**src/rtl/ptmr_pkg.sv**
```systemverilog
package ptmr_pkg;

  // Bit of the status word that carries the periodic flag.
  localparam int unsigned FLAG_BIT = 6;

  // Decoded register access for one bus cycle.
  typedef struct packed {
    logic hit_period;
    logic hit_status;
    logic hit_clear;
  } ptmr_dec_t;

endpackage

```
**src/rtl/ptmr_rst_sync.sv**
```systemverilog
module ptmr_rst_sync #(
  parameter int unsigned STAGES = 2
) (
  input  logic clk,
  input  logic rst_n_i,
  output logic rst_n_o
);

  logic [STAGES-1:0] sync_q;
  logic [STAGES-1:0] sync_d;

  always_comb begin
    sync_d = {sync_q[STAGES-2:0], 1'b1};
  end

  always_ff @(posedge clk or negedge rst_n_i) begin
    if (!rst_n_i) begin
      sync_q <= '0;
    end else begin
      sync_q <= sync_d;
    end
  end

  assign rst_n_o = sync_q[STAGES-1];

endmodule

```
**src/rtl/ptmr_regs.sv**
```systemverilog
module ptmr_regs
  import ptmr_pkg::*;
#(
  parameter int unsigned      ADDR_W      = 32,
  parameter int unsigned      DATA_W      = 32,
  parameter int unsigned      CNT_W       = 16,
  parameter logic [ADDR_W-1:0] PERIOD_ADDR = 32'h0004_2000,
  parameter logic [ADDR_W-1:0] STATUS_ADDR = 32'h0004_2008,
  parameter logic [ADDR_W-1:0] CLEAR_ADDR  = 32'h0004_2010,
  parameter logic [CNT_W-1:0]  RELOAD_RST  = '0
) (
  input  logic              clk,
  input  logic              srst_n,
  input  logic [ADDR_W-1:0] bus_addr,
  input  logic              bus_wr,
  input  logic [DATA_W-1:0] bus_wdata,
  input  logic              flag_i,
  output logic [CNT_W-1:0]  period_o,
  output logic              period_wr_o,
  output logic              clear_wr_o,
  output logic [DATA_W-1:0] bus_rdata
);

  ptmr_dec_t        dec;
  logic [CNT_W-1:0] period_q;
  logic [CNT_W-1:0] period_d;
  logic             period_en;

  // Address decode
  always_comb begin
    dec.hit_period = (bus_addr == PERIOD_ADDR);
    dec.hit_status = (bus_addr == STATUS_ADDR);
    dec.hit_clear  = (bus_addr == CLEAR_ADDR);
  end

  // Period register: next state and enable
  always_comb begin
    period_en = bus_wr && dec.hit_period;
    period_d  = bus_wdata[CNT_W-1:0];
  end

  always_ff @(posedge clk or negedge srst_n) begin
    if (!srst_n) begin
      period_q <= RELOAD_RST;
    end else if (period_en) begin
      period_q <= period_d;
    end
  end

  // Read mux
  always_comb begin
    bus_rdata = '0;
    if (dec.hit_status) begin
      bus_rdata[FLAG_BIT] = flag_i;
    end else if (dec.hit_period) begin
      bus_rdata[CNT_W-1:0] = period_q;
    end
  end

  assign period_o    = period_q;
  assign period_wr_o = period_en;
  assign clear_wr_o  = bus_wr && dec.hit_clear;

  // a period write is visible on the next cycle
  a_r9_period_capture: assert property (@(posedge clk) disable iff (!srst_n)
    (bus_wr && bus_addr == PERIOD_ADDR) |=> (period_o == $past(bus_wdata[CNT_W-1:0])));

  // the period register holds when it is not addressed by a write
  a_r10_period_hold: assert property (@(posedge clk) disable iff (!srst_n)
    !(bus_wr && bus_addr == PERIOD_ADDR) |=> $stable(period_o));

  // status reads expose nothing outside the flag bit
  a_r10_status_bits: assert property (@(posedge clk) disable iff (!srst_n)
    (bus_addr == STATUS_ADDR) |-> ($countones(bus_rdata) <= 1));

endmodule

```
**src/rtl/ptmr_counter.sv**
```systemverilog
module ptmr_counter #(
  parameter int unsigned      CNT_W      = 16,
  parameter logic [CNT_W-1:0] RELOAD_RST = '0
) (
  input  logic             clk,
  input  logic             srst_n,
  input  logic             tick_i,
  input  logic [CNT_W-1:0] period_i,
  input  logic             period_wr_i,
  output logic             expire_o
);

  localparam logic [CNT_W-1:0] ONE     = {{(CNT_W-1){1'b0}}, 1'b1};
  localparam logic [CNT_W-1:0] CNT_RST = RELOAD_RST - ONE;

  logic [CNT_W-1:0] cnt_q;
  logic [CNT_W-1:0] cnt_d;
  logic             pend_q;
  logic             pend_d;
  logic [CNT_W-1:0] load_val;
  logic             at_zero;

  // Remaining ticks minus one; a period of 0 wraps to all ones (2^CNT_W).
  assign load_val = period_i - ONE;
  assign at_zero  = (cnt_q == '0);

  // Next state
  always_comb begin
    cnt_d    = cnt_q;
    expire_o = 1'b0;
    if (tick_i) begin
      if (pend_q) begin
        cnt_d = load_val;
      end else if (at_zero) begin
        cnt_d    = load_val;
        expire_o = 1'b1;
      end else begin
        cnt_d = cnt_q - ONE;
      end
    end
  end

  always_comb begin
    pend_d = period_wr_i | (pend_q & ~tick_i);
  end

  // Registers
  always_ff @(posedge clk or negedge srst_n) begin
    if (!srst_n) begin
      cnt_q  <= CNT_RST;
      pend_q <= 1'b0;
    end else begin
      cnt_q  <= cnt_d;
      pend_q <= pend_d;
    end
  end

  // without a tick the count does not move
  a_r2_hold_idle: assert property (@(posedge clk) disable iff (!srst_n)
    !tick_i |=> $stable(cnt_q));

  // an ordinary tick removes exactly one count
  a_r2_step: assert property (@(posedge clk) disable iff (!srst_n)
    (tick_i && !pend_q && !at_zero) |=> (cnt_q == $past(cnt_q) - ONE));

  // expiry restarts the count from the period value
  a_r3_reload: assert property (@(posedge clk) disable iff (!srst_n)
    (tick_i && !pend_q && at_zero) |=> (cnt_q == $past(period_i) - ONE));

  // the loading tick never expires
  a_r9_load_silent: assert property (@(posedge clk) disable iff (!srst_n)
    (tick_i && pend_q) |-> !expire_o);

  // a period write arms the restart
  a_r9_arm: assert property (@(posedge clk) disable iff (!srst_n)
    period_wr_i |=> pend_q);

endmodule

```
**src/rtl/ptmr_flag.sv**
```systemverilog
module ptmr_flag (
  input  logic clk,
  input  logic srst_n,
  input  logic set_i,
  input  logic clr_i,
  output logic flag_o
);

  logic flag_q;
  logic flag_d;

  // Set has priority over clear.
  always_comb begin
    flag_d = flag_q;
    if (set_i) begin
      flag_d = 1'b1;
    end else if (clr_i) begin
      flag_d = 1'b0;
    end
  end

  always_ff @(posedge clk or negedge srst_n) begin
    if (!srst_n) begin
      flag_q <= 1'b0;
    end else begin
      flag_q <= flag_d;
    end
  end

  assign flag_o = flag_q;

  // an expiry sets the flag
  a_r5_set: assert property (@(posedge clk) disable iff (!srst_n)
    set_i |=> flag_o);

  // the flag is sticky without a clear
  a_r6_sticky: assert property (@(posedge clk) disable iff (!srst_n)
    (flag_o && !clr_i) |=> flag_o);

  // a clear without a coincident expiry drops the flag
  a_r7_clear: assert property (@(posedge clk) disable iff (!srst_n)
    (clr_i && !set_i) |=> !flag_o);

  // a coincident set and clear leaves the flag set
  a_r8_set_wins: assert property (@(posedge clk) disable iff (!srst_n)
    (clr_i && set_i) |=> flag_o);

endmodule

```
**src/rtl/ptmr_top.sv**
```systemverilog
module ptmr_top #(
  parameter int unsigned       ADDR_W      = 32,
  parameter int unsigned       DATA_W      = 32,
  parameter int unsigned       CNT_W       = 16,
  parameter int unsigned       SYNC_STAGES = 2,
  parameter logic [ADDR_W-1:0] PERIOD_ADDR = 32'h0004_2000,
  parameter logic [ADDR_W-1:0] STATUS_ADDR = 32'h0004_2008,
  parameter logic [ADDR_W-1:0] CLEAR_ADDR  = 32'h0004_2010,
  parameter logic [CNT_W-1:0]  RELOAD_RST  = '0
) (
  input  logic              clk,
  input  logic              rst_n,
  input  logic              tick_i,
  input  logic [ADDR_W-1:0] bus_addr,
  input  logic              bus_wr,
  input  logic [DATA_W-1:0] bus_wdata,
  output logic [DATA_W-1:0] bus_rdata,
  output logic              irq_o
);

  logic             srst_n;
  logic [CNT_W-1:0] period;
  logic             period_wr;
  logic             clear_wr;
  logic             expire;
  logic             flag;

  ptmr_rst_sync #(
    .STAGES (SYNC_STAGES)
  ) u_rst (
    .clk     (clk),
    .rst_n_i (rst_n),
    .rst_n_o (srst_n)
  );

  ptmr_regs #(
    .ADDR_W      (ADDR_W),
    .DATA_W      (DATA_W),
    .CNT_W       (CNT_W),
    .PERIOD_ADDR (PERIOD_ADDR),
    .STATUS_ADDR (STATUS_ADDR),
    .CLEAR_ADDR  (CLEAR_ADDR),
    .RELOAD_RST  (RELOAD_RST)
  ) u_regs (
    .clk         (clk),
    .srst_n      (srst_n),
    .bus_addr    (bus_addr),
    .bus_wr      (bus_wr),
    .bus_wdata   (bus_wdata),
    .flag_i      (flag),
    .period_o    (period),
    .period_wr_o (period_wr),
    .clear_wr_o  (clear_wr),
    .bus_rdata   (bus_rdata)
  );

  ptmr_counter #(
    .CNT_W      (CNT_W),
    .RELOAD_RST (RELOAD_RST)
  ) u_cnt (
    .clk         (clk),
    .srst_n      (srst_n),
    .tick_i      (tick_i),
    .period_i    (period),
    .period_wr_i (period_wr),
    .expire_o    (expire)
  );

  ptmr_flag u_flag (
    .clk    (clk),
    .srst_n (srst_n),
    .set_i  (expire),
    .clr_i  (clear_wr),
    .flag_o (flag)
  );

  assign irq_o = flag;

  // the request rises only one cycle after an expiry
  a_r5_irq_rise: assert property (@(posedge clk) disable iff (!srst_n)
    $rose(irq_o) |-> $past(expire));

  // the request is low while the internal reset is held
  a_r1_reset_quiet: assert property (@(posedge clk)
    !srst_n |-> !irq_o);

endmodule

```
**config.mk**
```make
export PLATFORM = sky130hd
export DESIGN_NAME = ptmr_top
export DESIGN_NICKNAME = d
export VERILOG_FILES = /design/src/rtl/ptmr_pkg.sv /design/src/rtl/ptmr_rst_sync.sv /design/src/rtl/ptmr_regs.sv /design/src/rtl/ptmr_counter.sv /design/src/rtl/ptmr_flag.sv /design/src/rtl/ptmr_top.sv
export SDC_FILE = /design/constraint.sdc
export NUM_CORES = 1
export LEC_CHECK = 0
export BUFFER_PORTS_ARGS = -buffer_cell sky130_fd_sc_hd__buf_2
export CORE_MARGIN = 8
export CORE_UTILIZATION = 44
export CTS_CLUSTER_DIAMETER = 120
export DETAILED_ROUTE_END_ITERATION = 10
export GPL_TIMING_DRIVEN = 0
export MAX_ROUTING_LAYER = met4
export PLACE_DENSITY = 0.89
export SETUP_SLACK_MARGIN = 0.5
export SLEW_MARGIN = 10
export SYNTH_ARGS = -nofsm -noshare
export SYNTH_HDL_FRONTEND = slang
export SYNTH_SLANG_ARGS = --single-unit
```
**constraint.sdc**
```tcl
create_clock -name clk -period 1.55 [get_ports clk]
set_input_delay 0.155 -clock clk [delete_from_list [all_inputs] [get_ports clk]]
set_output_delay 0.155 -clock clk [all_outputs]
set_load 0.005 [all_outputs]
```
==> metrics, run 1 <==
layout cells sized above 1 roughly 57%; CTS sink cnt 36; placed cell areas 3120 µm²; WL/cell approximately 26 µm; CP endpoint kind register; DRC 0; GRT Residual Overflow 0; Crit Path Category register to register; FF/Latch Area 928 µm²; largest net degree at the start of global routing 35; Crit path required time around 1.8 ns; transition time of the tightest slew-check pin a little over 0.7 ns; vias in the first global route ~2800; unrepaired setup endpoints after global routing true; Hold Violations, Final 0; via count around 2800; Rows 27; post-synth cell types between 40 and 50; CP max stage delay ~0.64 ns; Max H-tree Level 2; Ys Warns 0; top post-synthesis cells by area dfrtp_1 21%, dfstp_2 18%, mux2_2 8.4%; die height approximately 90 µm; minimum clock period 2.52 ns; most frequent cells in the layout 54 x buf_2, 27 x buf_4, 25 x buf_6; hold slack approximately 0.077 ns; commonest non-fill, non-tap cell in the layout buf_2; final setup margin -0.968 ns; all-layer global routing usage a little under a quarter; Die ar. 8080 µm²; IO Pins roughly 100; skew final ~0.019 ns; initial antenna violation count 0; Yosys top cell area share between 20% and 30%; f_max a little under 400 MHz; Avg Cell Area, Syn 9.46 µm²; post-route cell area 3900 µm²; CP Max Fanout 6; die width 89.9 µm; CP Launch Type register; pwr dens ~920 nW/µm²; core footprint 5410 µm²; Post-synth EDFFs 0; DP Wirelength 5380 µm; antenna viol nets, final 0; DRT Pass-1 Iters 6; Post-Synthesis Cells between 200 and 300; Clock transition at path regs roughly 0.10 ns; cts bufs inserted 5; CTS max path bufs 2; Final Max Tran Viols 0; FF+latch count, synth 36; Leak 1.82 nW; GPL Wtd Cong approximately 0.9; Max Cap Viol 0; Peak VDD IR ~0.66 mV; footprint of the multi-input gates 1700 µm²; WP data arrival between 2 and 3 ns; Main synth FF type dfrtp_1; leading area contributor after synthesis dfrtp_1; CP Cell Sequence or4_4 > buf_6 > buf_4 > nor4_1 > xor2_1 > o21ai_0 > a2bb2oi_1; vias per cell ~6.4; diode count 0; Initial Utilization 44.4%; first-pass GRT wire length between 10000 and 15000 µm; Rel. slew slack around half; clk root buf clkbuf_8; total negative slack -17.98 ns; failing checks setup timing; final worst-path cycle share 162%; Area Growth Syn to Fin 62.2%; class of the worst hold path input port to register; final wirelength 11500 µm; Clock Latency Late Sink a little over 0.3 ns; Synth async-reset ratio between 90% and 100%; final net count roughly 440; sequential fraction of the synthesis area a little under two fifths; CP max stage cell nor4_1; number of port buffers 67; Cell Area, Synth roughly 2400 µm²; Starting DRT DRC Count just under 500; final setup vio count 49; CTS tree yes; Filler Cell Count just over 300; status finished, violations left
routing by layer:
layer / share of wire (%) / global-route usage, %
met5: 0 / -
met4: 7.6 / 13.2
met3: 11 / 5.90
met2: 46 / 37.4
met1: 35 / 23.9
cells by family after synthesis:
family          Yosys count  synth area share (%)
simple gates             99                  24.5
compound gates           43                  12.5
buf+inv                  38                  8.70
flops                    36                  38.3
mux                      21                  9.69
xor+xnor                 12                  4.37
fa+ha+maj                 3                  1.56
other cells               2                 0.313
worst max-delay path, delay by kind of cell, from the launching register on:
family,cells,cell delay [ns]
AO/OA/AOI/OAI,2,0.28
XOR/XNOR,1,0.27
AND/OR/NAND/NOR,2,1.19
buffers and inverters,2,0.30
flip-flops,1,0.41
state kept, by name (all words and copies together) (netlist names):
signal and count:
u_regs.period_o 16, u_flag.flag_o 1, u_cnt.pend_q 1, u_cnt.cnt_q 16, u_rst.sync_q 2
synth_stat cells, types with 2 or more instances:
cell type   n
dfrtp_1    20
mux2_2     18
and3_1     17
buf_4      16
dfstp_2    16
nor2_1     13
nor3_1     12
o21ai_0    12
nand2_1    11
nor4_1     10
clkbuf_1    9
inv_1       8
xor2_1      8
a21oi_1     7
nand3_1     6
buf_2       5
or3_1       5
or4_1       4
xnor2_1     4
a32o_1      3
ha_1        3
mux2i_1     3
nand3b_1    3
nand4b_1    3
nor4b_1     3
o31ai_1     3
a22o_1      2
a2bb2oi_1   2
and4_1      2
and4b_1     2
conb_1      2
nand2b_1    2
nand4_1     2
o211ai_1    2
o221a_2     2
o22ai_1     2
path summary, 6_finish.rpt:
check,from,end,slack [ns],cells after the start
worst max-delay path,u_regs.period_o[5]$_DFFE_PN0P_,u_cnt.cnt_q[12]$_DFFE_PN1P_,-0.97,7
worst min-delay path,bus_wdata[15],u_regs.period_o[15]$_DFFE_PN0P_,0.08,2
worst max register to register,u_regs.period_o[5]$_DFFE_PN0P_,u_cnt.cnt_q[12]$_DFFE_PN1P_,-0.97,7
worst min register to register,u_rst.sync_q[1]$_DFF_PN0_,u_regs.period_o[13]$_DFFE_PN0P_,0.29,0
max in group asynchronous,u_rst.sync_q[1]$_DFF_PN0_,u_cnt.cnt_q[3]$_DFFE_PN1P_,0.88,0
min in group asynchronous,rst_n,u_rst.sync_q[1]$_DFF_PN0_,0.17,2
final cells by class:
| type | instances | share of cell area [%] |
|---|---|---|
| Inverter | 8 | 0.835 |
| Sequential cell | 36 | 23.8 |
| Buffer | 30 | 6.71 |
| Tap cell | 72 | 2.31 |
| Clock inverter | 3 | 2.31 |
| Clock buffer | 5 | 1.77 |
| Timing Repair Buffer | 94 | 18.6 |
| Multi-Input combinational cell | 195 | 43.7 |
repair_timing:
item / in CTS / in global routing
gates resized for setup: 42 / 38
setup endpoints to repair: 50 / 51
setup buffers: 18 / 4
hold endpoints to repair: 2 / 0
hold buffers: 1 / 0
gates cloned: 3 / 1
pin swaps: 14 / 9
stage by stage:
stage / cells / setup WS (ns) / utilization, % / power, mW
6_report: 443 / -0.968 / 72.1 / 3.60
5_1_grt: 443 / -0.910 / 72.1 / 3.69
4_1_cts: 438 / -0.753 / 67.9 / 3.41
3_5_place_dp: 408 / -0.820 / 57.7 / 2.14
3_3_place_gp: 408 / -0.763 / 57.6 / 2.10
2_1_floorplan: 269 / -0.663 / - / 1.91
where the power goes:
part	leakage [nW]	total, mW	switching [mW]	internal [mW]
clock network	0.0784	1.23	0.422	0.806
logic	1.31	0.876	0.447	0.428
registers	0.436	1.50	0.272	1.23
total	1.82	3.60	1.14	2.46
Note: power is estimated with default switching activity, not from simulation.
==> run 2, diff against run 1 <==
- SETUP_SLACK_MARGIN: 0.5 -> unset
==> run 2 against run 1 <==
Compared with the run above: the flow still finishes with violations (setup timing); combinational power rose by 9.5%; via count fell by 5.3%; largest cell class unchanged; power fell by 12%; clock skew fell by 0.011 ns; non-clock buffer count rose by 6.
==> metrics, run 2 (synthesis gave the netlist of run 1 again) <==
skew final 0.00815 ns; Max H-tree Level 2; Crit. path cell count 5; status finished, violations left; all-layer global routing usage approximately a fifth; CP endpoint kind register; Starting DRT DRC Count approximately 280; Max Cap Viol 0; CP Launch Type register; DRT Pass-1 Iters 5; CTS tree yes; FF-to-FF path depth 5; first-pass GRT wire length between 10000 and 15000 µm; hold slack ~0.095 ns; worst reg2reg path startpoint u_regs.period_o[9]$_DFFE_PN0P_; Rows 27; core footprint ~5400 µm²; final setup vio count 50; Crit Path Category register to register; pwr dens around 800 nW/µm²; crit path buf inv count 0; Clock Latency Late Sink about 0.29 ns; number of port buffers 67; die width 89.9 µm; Rel. slew slack slightly below 50%; vias per cell about 6; Peak VDD IR approximately 0.53 mV; initial antenna violation count 0; Clock transition at path regs 0.08 ns; commonest non-fill, non-tap cell in the layout buf_2; beginning of the worst hold path bus_wdata[7]; Post-Place Cells 408; WL/cell roughly 21 µm; Hold Violations, Final 0; GPL Wtd Cong 0.885; Die ar. approximately 8000 µm²; largest net degree at the start of global routing 35; failing checks setup timing; CP Cell Sequence or4_4 > or3_4 > nor4_4 > xor2_2 > o221a_1; Leak 1.84 nW; IO Pins 101; DRC 0; clk root buf clkbuf_8; final worst-path cycle share 141%; GRT Residual Overflow 0; CP max stage cell or4_4; CTS sink cnt 36; layout cells sized above 1 around 58%; CP max stage delay 0.54 ns; vias in the first global route around 2700; Final Max Tran Viols 0; die height approximately 90 µm; Crit path required time between 1.5 and 2 ns; minimum clock period between 2 and 2.5 ns; post-route insts no fill between 400 and 500; final wirelength 9630 µm; hold depth 2; diode count 0; critical path launch point u_regs.period_o[9]$_DFFE_PN0P_; DP Wirelength roughly 5300 µm; Crit path max-delay family simple AND/OR/NAND/NOR gates; Area Growth Syn to Fin 61.5%; antenna viol nets, final 0; cts bufs inserted 5; unrepaired setup endpoints after global routing true; CP Max Fanout 4; WP data arrival 2.43 ns; CTS max path bufs 2; transition time of the tightest slew-check pin 0.759 ns; most frequent cells in the layout 57 x buf_2, 36 x buf_4, 21 x buf_6; class of the worst hold path input port to register; Initial Utilization around 44%; via count 2696; Filler Cell Count between 300 and 400; final net count ~450; final setup margin -0.639 ns; f_max roughly 460 MHz
==> run 2: cell types whose count changed in the layout (fill, tap and decap cells not counted), moves of 4 or more <==
cell | previous run | this run
buf_6 | 25 | 21
o21ai_1 | 1 | 6
buf_4 | 27 | 36
and3_1 | 5 | 11
o21ai_2 | 4 | 0
and3_4 | 12 | 6
==> run 2: routing by layer <==
layer	global-route usage, %	share of wire [%]
met5	-	0
met4	8.04	4.9
met3	5.24	7.1
met2	36.0	51
met1	23.0	37
==> run 2: timing repair <==
action                                  4_1_cts  5_1_grt
endpoints found under the setup margin       50       50
gates cloned                                  3        0
pin swaps                                    23       17
gates resized for setup                      56       35
setup buffers                                25       11
hold endpoints to repair                      2        0
hold buffers                                  1        0
==> run 2: path summary, 6_finish.rpt <==
| check | slack, ns | endpoint |
|---|---|---|
| min | 0.09 | u_regs.period_o[7]$_DFFE_PN0P_ |
| max | -0.64 | u_cnt.cnt_q[15]$_DFFE_PN1P_ |
| max reg2reg | -0.64 | u_cnt.cnt_q[15]$_DFFE_PN1P_ |
| min reg2reg | 0.34 | u_cnt.pend_q$_DFF_PN0_ |
| min in group asynchronous | 0.19 | u_rst.sync_q[0]$_DFF_PN0_ |
| max in group asynchronous | 0.68 | u_regs.period_o[7]$_DFFE_PN0P_ |
==> run 2: worst register-to-register path, delay by kind of cell, from the launching register on <==
family	cells	cell delay, ns
XOR/XNOR	1	0.22
flip-flops	1	0.44
AO/OA/AOI/OAI	1	0.21
AND/OR/NAND/NOR	3	1.28
==> run 2: area by class of cell <==
class / instances / area [µm²] / area share, %
buffer: 26 / 206 / 5.32
clock buffer: 8 / 90.1 / 2.32
sequential: 36 / 927 / 23.9
tap: 72 / 90.1 / 2.32
timing repair buffer: 104 / 787 / 20.3
multi-input combinational: 195 / 1740 / 44.9
inverter: 8 / 35.0 / 0.903
==> run 2: report_power, final <==
part | switching, mW | internal, mW
clock network | 0.351 | 0.363
registers | 0.285 | 1.23
logic | 0.447 | 0.512
==> run 2: metrics by stage <==
step                      setup slack [ns]  setup TNS, ns  cell area (µm²)  utilization [%]  power (mW)
after floorplan                     -0.663          -9.02             2680                -        1.91
after global placement              -0.756         -20.46             3110             57.5        2.11
after detailed placement            -0.819         -23.37             3110             57.5        2.16
after CTS                           -0.649          -8.45             3690             68.3        2.97
after global routing                -0.666         -16.32             3880             71.8        3.32
final                               -0.639         -15.43             3880             71.8        3.18
